File: src/rtl/smm_ctl_pkg.sv
package smm_ctl_pkg;
    localparam int CTL_W      = 8;
    localparam int OPEN_BIT   = 6;
    localparam int CLOSED_BIT = 5;
    localparam int LOCK_BIT   = 4;
    localparam int EN_BIT     = 3;
    localparam int SEG_W      = 3;
    localparam logic [SEG_W-1:0] SEG_FIXED = 3'b010;

    typedef enum logic {
        LK_FREE,
        LK_SEALED
    } lock_state_e;

    typedef enum logic [1:0] {
        RT_PCI,
        RT_DRAM_ALL,
        RT_CODE_ONLY,
        RT_BLOCKED
    } route_cls_e;

    typedef struct packed {
        logic open;
        logic closed;
        logic enable;
    } ctl_fields_t;
endpackage

File: src/rtl/smm_ctl_reg.sv
module smm_ctl_reg
    import smm_ctl_pkg::*;
(
    input  logic             clk,
    input  logic             por_n,
    input  logic             wr_en,
    input  logic [CTL_W-1:0] wr_data,
    output ctl_fields_t      fields,
    output logic             locked
);
    lock_state_e state_q, state_d;
    ctl_fields_t fld_q;

    // lock state register
    always_ff @(posedge clk or negedge por_n) begin
        if (!por_n) state_q <= LK_FREE;
        else        state_q <= state_d;
    end

    // lock next state
    always_comb begin
        state_d = state_q;
        unique case (state_q)
            LK_FREE:   if (wr_en && wr_data[LOCK_BIT]) state_d = LK_SEALED;
            LK_SEALED: state_d = LK_SEALED;
        endcase
    end

    // field storage; open is forced low once sealed
    always_ff @(posedge clk or negedge por_n) begin
        if (!por_n) begin
            fld_q <= '0;
        end else if (wr_en) begin
            fld_q.open   <= wr_data[OPEN_BIT] & (state_q == LK_FREE);
            fld_q.closed <= wr_data[CLOSED_BIT];
            fld_q.enable <= wr_data[EN_BIT];
        end
    end

    always_comb begin
        fields = fld_q;
        locked = (state_q == LK_SEALED);
    end

    assert_lock_sticky_R4: assert property (@(posedge clk) disable iff (!por_n)
        locked |=> locked);
    assert_sealed_write_closes_R3: assert property (@(posedge clk) disable iff (!por_n)
        (wr_en && locked) |=> !fields.open);
endmodule

File: src/rtl/smm_route.sv
module smm_route
    import smm_ctl_pkg::*;
(
    input  logic        clk,
    input  logic        por_n,
    input  ctl_fields_t fields,
    input  logic        locked,
    input  logic        smm,
    input  logic        is_code,
    output logic        to_dram
);
    route_cls_e cls;

    always_comb begin
        if (!fields.enable)                                   cls = RT_PCI;
        else if (!locked && fields.open && fields.closed)     cls = RT_BLOCKED;
        else if (!locked && fields.open)                      cls = RT_DRAM_ALL;
        else if (smm && !fields.closed)                       cls = RT_DRAM_ALL;
        else if (smm)                                         cls = RT_CODE_ONLY;
        else                                                  cls = RT_PCI;
    end

    always_comb begin
        unique case (cls)
            RT_PCI:       to_dram = 1'b0;
            RT_DRAM_ALL:  to_dram = 1'b1;
            RT_CODE_ONLY: to_dram = is_code;
            RT_BLOCKED:   to_dram = 1'b0;
        endcase
    end

    assert_disabled_pci_R5: assert property (@(posedge clk) disable iff (!por_n)
        !fields.enable |-> !to_dram);
    assert_data_stays_pci_R9: assert property (@(posedge clk) disable iff (!por_n)
        (fields.closed && !is_code && (locked || !fields.open)) |-> !to_dram);
endmodule

File: src/rtl/smm_cfg_err.sv
module smm_cfg_err
    import smm_ctl_pkg::*;
(
    input  logic             clk,
    input  logic             por_n,
    input  logic             wr_en,
    input  logic [CTL_W-1:0] wr_data,
    input  logic             locked,
    output logic             err
);
    logic err_q;

    always_ff @(posedge clk or negedge por_n) begin
        if (!por_n)     err_q <= 1'b0;
        else if (wr_en) err_q <= wr_data[OPEN_BIT] & wr_data[CLOSED_BIT] & !locked;
    end

    assign err = err_q;

    assert_err_holds_R11: assert property (@(posedge clk) disable iff (!por_n)
        !wr_en |=> $stable(err));
endmodule

File: src/rtl/smm_window_ctl.sv
module smm_window_ctl
    import smm_ctl_pkg::*;
(
    input  logic             clk,
    input  logic             por_n,
    input  logic             cfg_wr,
    input  logic [CTL_W-1:0] cfg_wdata,
    input  logic             cpu_smm,
    input  logic             acc_is_code,
    output logic [CTL_W-1:0] ctl_rdata,
    output logic             to_dram,
    output logic             cfg_err
);
    ctl_fields_t fields;
    logic        locked;

    smm_ctl_reg u_reg (
        .clk     (clk),
        .por_n   (por_n),
        .wr_en   (cfg_wr),
        .wr_data (cfg_wdata),
        .fields  (fields),
        .locked  (locked)
    );

    smm_route u_route (
        .clk     (clk),
        .por_n   (por_n),
        .fields  (fields),
        .locked  (locked),
        .smm     (cpu_smm),
        .is_code (acc_is_code),
        .to_dram (to_dram)
    );

    smm_cfg_err u_err (
        .clk     (clk),
        .por_n   (por_n),
        .wr_en   (cfg_wr),
        .wr_data (cfg_wdata),
        .locked  (locked),
        .err     (cfg_err)
    );

    always_comb begin
        ctl_rdata             = '0;
        ctl_rdata[SEG_W-1:0]  = SEG_FIXED;
        ctl_rdata[EN_BIT]     = fields.enable;
        ctl_rdata[LOCK_BIT]   = locked;
        ctl_rdata[CLOSED_BIT] = fields.closed;
        ctl_rdata[OPEN_BIT]   = fields.open;
    end

    assert_locked_outside_pci_R10: assert property (@(posedge clk) disable iff (!por_n)
        (ctl_rdata[LOCK_BIT] && !cpu_smm) |-> !to_dram);
    assert_open_dram_R7: assert property (@(posedge clk) disable iff (!por_n)
        (ctl_rdata[7:3] == 5'b01001) |-> to_dram);
endmodule

File: config.mk
export PLATFORM = sky130hd
export DESIGN_NAME = smm_window_ctl
export DESIGN_NICKNAME = d
export VERILOG_FILES = /design/src/rtl/smm_ctl_pkg.sv /design/src/rtl/smm_ctl_reg.sv /design/src/rtl/smm_route.sv /design/src/rtl/smm_cfg_err.sv /design/src/rtl/smm_window_ctl.sv
export SDC_FILE = /design/constraint.sdc
export NUM_CORES = 1
export LEC_CHECK = 0
export CORE_AREA = 8 8 45 47
export DETAILED_ROUTE_END_ITERATION = 7
export DIE_AREA = 0 0 53 55
export GPL_TIMING_DRIVEN = 0
export HOLD_SLACK_MARGIN = 0.08
export SLEW_MARGIN = 20
export SYNTH_ARGS = -nofsm -noshare
export SYNTH_HDL_FRONTEND = slang
export SYNTH_SLANG_ARGS = --single-unit
File: constraint.sdc
create_clock -name clk -period 1.3 [get_ports clk]
set_input_delay 0.13 -clock clk [delete_from_list [all_inputs] [get_ports clk]]
set_output_delay 0.13 -clock clk [all_outputs]
set_load 0.05 [all_outputs]
======== Word level (Yosys, flattened, before mapping) ========
Index checks and enable logic that the tools add are counted.
cells by class
  bitwise logic cells ..................... 4
  divide/modulo/power cells ............... 0
  $add $sub $neg .......................... 0
  order comparisons ....................... 0
  mux-type cells .......................... 8
  reduce and logical (&&, ||, !) cells .... 8
  shifts and indexed selects .............. 0
  equality and inequality tests ........... 3
  $mul .................................... 0
operator list
  operator              number
  $mux W2               5
  $eq A2 B2 Y1 const B  2
  $logic_and A1 B1 Y1   4
  $and A1 B1 Y1         3
  $pmux W1 S3           1
  $eq A2 B1 Y1 const B  1
  $logic_not A1 Y1      2
  $logic_not A2 Y1      1
  $pmux W1 S2           1
  $reduce_or A2 Y1      1
  $mux W1               1
  $not A1 Y1            1
word-level totals
  word-level logic and storage cells ...... 28
  memories ................................ 0
  ROM bits ................................ 0
  RAM bits ................................ 0
  bits in registers ....................... 5
  latch bits .............................. 0

======== Longest topological paths before layout ========
  depth after elaboration ................. 9
  gate-level depth with buffers ........... 5

======== By module ========
From an unflattened synthesis, not the netlist that was laid out.
second synthesis, totals
  cells, all modules ...................... 28
  area total of the unflattened synthesis .. 291.5 um2
by module, submodules not included
  module          area an instance (um2)  cells an instance  instances
  smm_ctl_reg     147.6                   10                 1
  smm_route       56.3                    7                  1
  smm_window_ctl  45.0                    7                  1
  smm_cfg_err     42.5                    4                  1

======== Least setup slack after synthesis ========
Ideal clock, no wire load.
  kind .................................... register -> output
  from .................................... register u_reg.fld_q (netlist bit u_reg.fields[2])
  to ...................................... output to_dram
  data required time ...................... 1.170 ns
  buffers on the path ..................... 0
  cell stages (with the launch flop) ...... 5
  path slack .............................. -1.171 ns
  data arrival time ....................... 2.341 ns
  cell sequence ........................... dfrtp_1 > nor2b_1 > o21ai_0 > ha_1 > o21ai_0
on the way
  cells in the longest elaborated chain, start to end .. 7
  elaborated cells between the ends (all ways) .. 11
  those cells by class .................... 3 x eq/ne; 4 x mux; 4 x reduce/logical
RTL lines
  element                                           line                              source
  from (decl)                                       smm_ctl_reg.sv:12                 ctl_fields_t fld_q;
  $logic_and A1 B1 Y1 (*)                           smm_route.sv:16, smm_route.sv:17
  $mux W2 or $logic_and A1 B1 Y1 (tied branches)    smm_route.sv:17, smm_route.sv:16
  $mux W2 (*)                                       smm_route.sv:16                   else if (!locked && fields.open && fields.closed) cls = RT_BLOCKED;
  $mux W2 (*)                                       smm_route.sv:15                   if (!fields.enable) cls = RT_PCI;
  $eq A2 B2 Y1 or $logic_not A2 Y1 (tied branches)  smm_route.sv:24                   unique case (cls)
  $reduce_or A2 Y1 (no source line)                 -
  $pmux W1 S3 (*)                                   smm_route.sv:24
  to (decl)                                         smm_window_ctl.sv:11              output logic to_dram,
Mark *: on every way between the ends. The rest lies on a longest branch, timed or not.

======== Worst setup path after layout ========
Same ends and word-level chain as after synthesis.

==> results.sh <==
export IMPL_diodes=0
export IMPL_die_h_um=55
export IMPL_status="finished, violations left"
export IMPL_min_period_ps=1650
export IMPL_critPathLaunchType="flop"
export IMPL_insertion_delay_ps=240
export IMPL_wl_per_cell_um=11.21
export IMPL_clock_path_buffers=2
export IMPL_fin_cells=66
export IMPL_peakVddDrop_mv=0.4054
export IMPL_die_w_um=53
export IMPL_place_inst=62
export IMPL_cts_sinks=5
export IMPL_start_util=0.2107
export IMPL_path_clk_slew_ps=40
export IMPL_violations="negative setup slack"
export IMPL_fmax_ghz=0.6061
export IMPL_antenna_left=0
export IMPL_worstSetupPathType="reg2out"
export IMPL_cp_num_buf_inv=1
export IMPL_busiest_layer="met2"
export IMPL_cp_top_family="flip-flops"
export IMPL_hp_class="in2async"
export IMPL_tns_ps=-350.0
export IMPL_use_met3=0.04278
export IMPL_std_cell_rows=14
export IMPL_first_global_vias=279
export IMPL_avgViaCountPerCell=4.015
export IMPL_drcViolationCount=0
export IMPL_grt_met2_usage=0.09570
export IMPL_num_io_pins=23
export IMPL_syn_inst=30
export IMPL_synth_area_leaders="dfrtp_1 (43%), buf_4 (13%), o21ai_0 (6.9%), o32ai_2 (5.6%), inv_1 (5.2%)"
export IMPL_grt_ovfl_total=0
export IMPL_drt_iter0_drc=3
export IMPL_port_buffers=14
export IMPL_route_vias_total=265
export IMPL_final_max_slew_viol_count=0
export IMPL_synth_cell_types=13
export IMPL_h_tree_depth=1
export IMPL_setup_ws_ps=-350.0
export IMPL_layout_nets=65
export IMPL_synth_avg_cell_area_sq_um=9.718
export IMPL_finalCritPeriodShare=1.269
export IMPL_cts_tree="yes"
export IMPL_postCtsHoldBufs=0
export IMPL_yosysWarnings=0
export IMPL_dr_pass1_iters=4
export IMPL_synth_top_cell_by_area="dfrtp_1"
export IMPL_final_core_util=0.3716
export IMPL_worstPathArrival_ps=1520
export IMPL_synth_seq_cells=5
export IMPL_reg2reg_depth=1
export IMPL_cp_end_kind="output pin"
export IMPL_fin_hold_ws_ps=108.2
export IMPL_grt_util_met1=0.04434
export IMPL_crit_path_top_delay_cell="dfrtp_2"
export IMPL_gp_congestion=0.6697
export IMPL_dpl_hpwl_um=603.9
export IMPL_final_layout_size_suffix_gt1_frac=0.4200
export IMPL_yosys_area_top_type_share=0.4292
export IMPL_worstPathCellList="nor2b_4 -> o211a_1 -> ha_4 -> o21ai_4 -> buf_6"
export IMPL_cts_buffers=3
export IMPL_crit_path_max_fanout=3
export IMPL_total_power_uw=508.0
export IMPL_leakagePower_nw=0.2303
export IMPL_grt_max_degree=8
export IMPL_antenna_found_initial=0
export IMPL_design_die_area_sq_um=2915
export IMPL_grt_util_all_layers=0.05641
export IMPL_maxCapViolCount=0
export IMPL_wirelength_um=740
export IMPL_area_growth_pct=76.39
export IMPL_max_stage_delay_ps=400
export IMPL_core_sq_um=1384
export IMPL_finClkSkew_ps=2.168
export IMPL_placedInstanceArea_sq_um=496.7
export IMPL_grt_pass1_wl_mm=1.152
export IMPL_hold_violations=0
export IMPL_final_area_sq_um=514.2
export IMPL_dp_slack_ps=-858.5
export IMPL_power_density_nw_per_um2=987.8
export IMPL_ys_seq_area_frac=0.4292
export IMPL_setup_violations=1
export IMPL_rsz0062_at_grt="yes"
export IMPL_cts_root_buffer="clkbuf_4"
export IMPL_synth_area_sq_um=291.5
export IMPL_cp_depth=5
export IMPL_crit_required_ps=1170
-- final timing paths --
kind                                          endpoint                        start  slack, ps
max                                            to_dram  u_reg.fields[2]$_DFFE_PN0P_       -350
min                              u_err.err$_DFFE_PN0P_                        por_n        110
max reg2reg                u_reg.fields[0]$_DFFE_PN0P_  u_reg.fields[0]$_DFFE_PN0P_        480
min in group clk                u_reg.locked$_DFF_PN0_                 cfg_wdata[4]        470
min reg2reg                      u_err.err$_DFFE_PN0P_        u_err.err$_DFFE_PN0P_        540
max in group asynchronous       u_reg.locked$_DFF_PN0_                        por_n        980
-- cells in the mapped netlist --
library cell  instances
inv_1                 4
nand2_1               2
conb_1                2
nand3b_1              1
dfrtp_1               5
o32ai_2               1
o21ai_0               4
o211a_1               1
a21o_2                1
nor2b_1               2
ha_1                  1
mux2_1                1
buf_4                 5
-- report_power, final --
part	switching [mW]	total, mW	internal [mW]
sequential	0.00664	0.169	0.163
combinational	0.0935	0.156	0.0625
clock	0.0665	0.183	0.116
-- layout by cell type, fill, tap and decap left out --
cell type / synthesis / routed
clkdlybuf4s50_1: 0 / 8
buf_4: 5 / 5
inv_1: 4 / 4
conb_1: 2 / 4
clkbuf_4: 0 / 3
dfrtp_2: 0 / 3
nand2_1: 2 / 2
o21ai_0: 4 / 2
dlygate4sd2_1: 0 / 2
dfrtp_1: 5 / 2
nor2b_4: 0 / 1
o211a_1: 1 / 1
nor2b_1: 2 / 1
o21ai_2: 0 / 1
o21ai_4: 0 / 1
a21o_2: 1 / 1
o32ai_2: 1 / 1
nand3b_1: 1 / 1
mux2_1: 1 / 1
ha_4: 0 / 1
clkbuf_1: 0 / 1
clkdlybuf4s15_2: 0 / 1
buf_2: 0 / 1
clkbuf_2: 0 / 1
buf_6: 0 / 1
-- registers in the layout, indices dropped and copies added (netlist names) --
| register | cells |
|---|---|
| u_err.err | 1 |
| u_reg.fields | 3 |
| u_reg.locked | 1 |
-- routing by layer --
metal	share of wire	wire (um)	vias up
li1	-	-	128
met1	0.34	251	123
met2	0.53	394	14
met3	0.13	95	0
met4	0	0	0
met5	0	0	-
-- layout make-up --
cell class / instances / area [sq um]
Sequential cell: 5 / 128.9
Inverter: 4 / 15.01
Clock buffer: 4 / 26.28
Buffer: 5 / 37.54
Multi-Input combinational cell: 18 / 156.4
Timing Repair Buffer: 14 / 130.1
Fill cell: 147 / 869.6
Tap cell: 16 / 20.02
-- repair_timing --
action	4_1_cts	5_1_grt
buffers inserted	0	0
cloned	0	0
resized for setup	19	2
setup endpoints to repair	6	3
-- cells by family (layout without fill, tap and decap cells) --
logic type | count (synthesis) | after routing | synth area share
buffers and inverters | 9 | 27 | 0.1803
AOI/OAI and AO/OA | 7 | 7 | 0.1889
DFF | 5 | 5 | 0.4292
and+or+nand+nor | 5 | 5 | 0.09443
other | 2 | 4 | 0.02576
adders and majority gates | 1 | 1 | 0.04291
muxes | 1 | 1 | 0.03862
No activity file was read; power rests on OpenSTA's default activity.
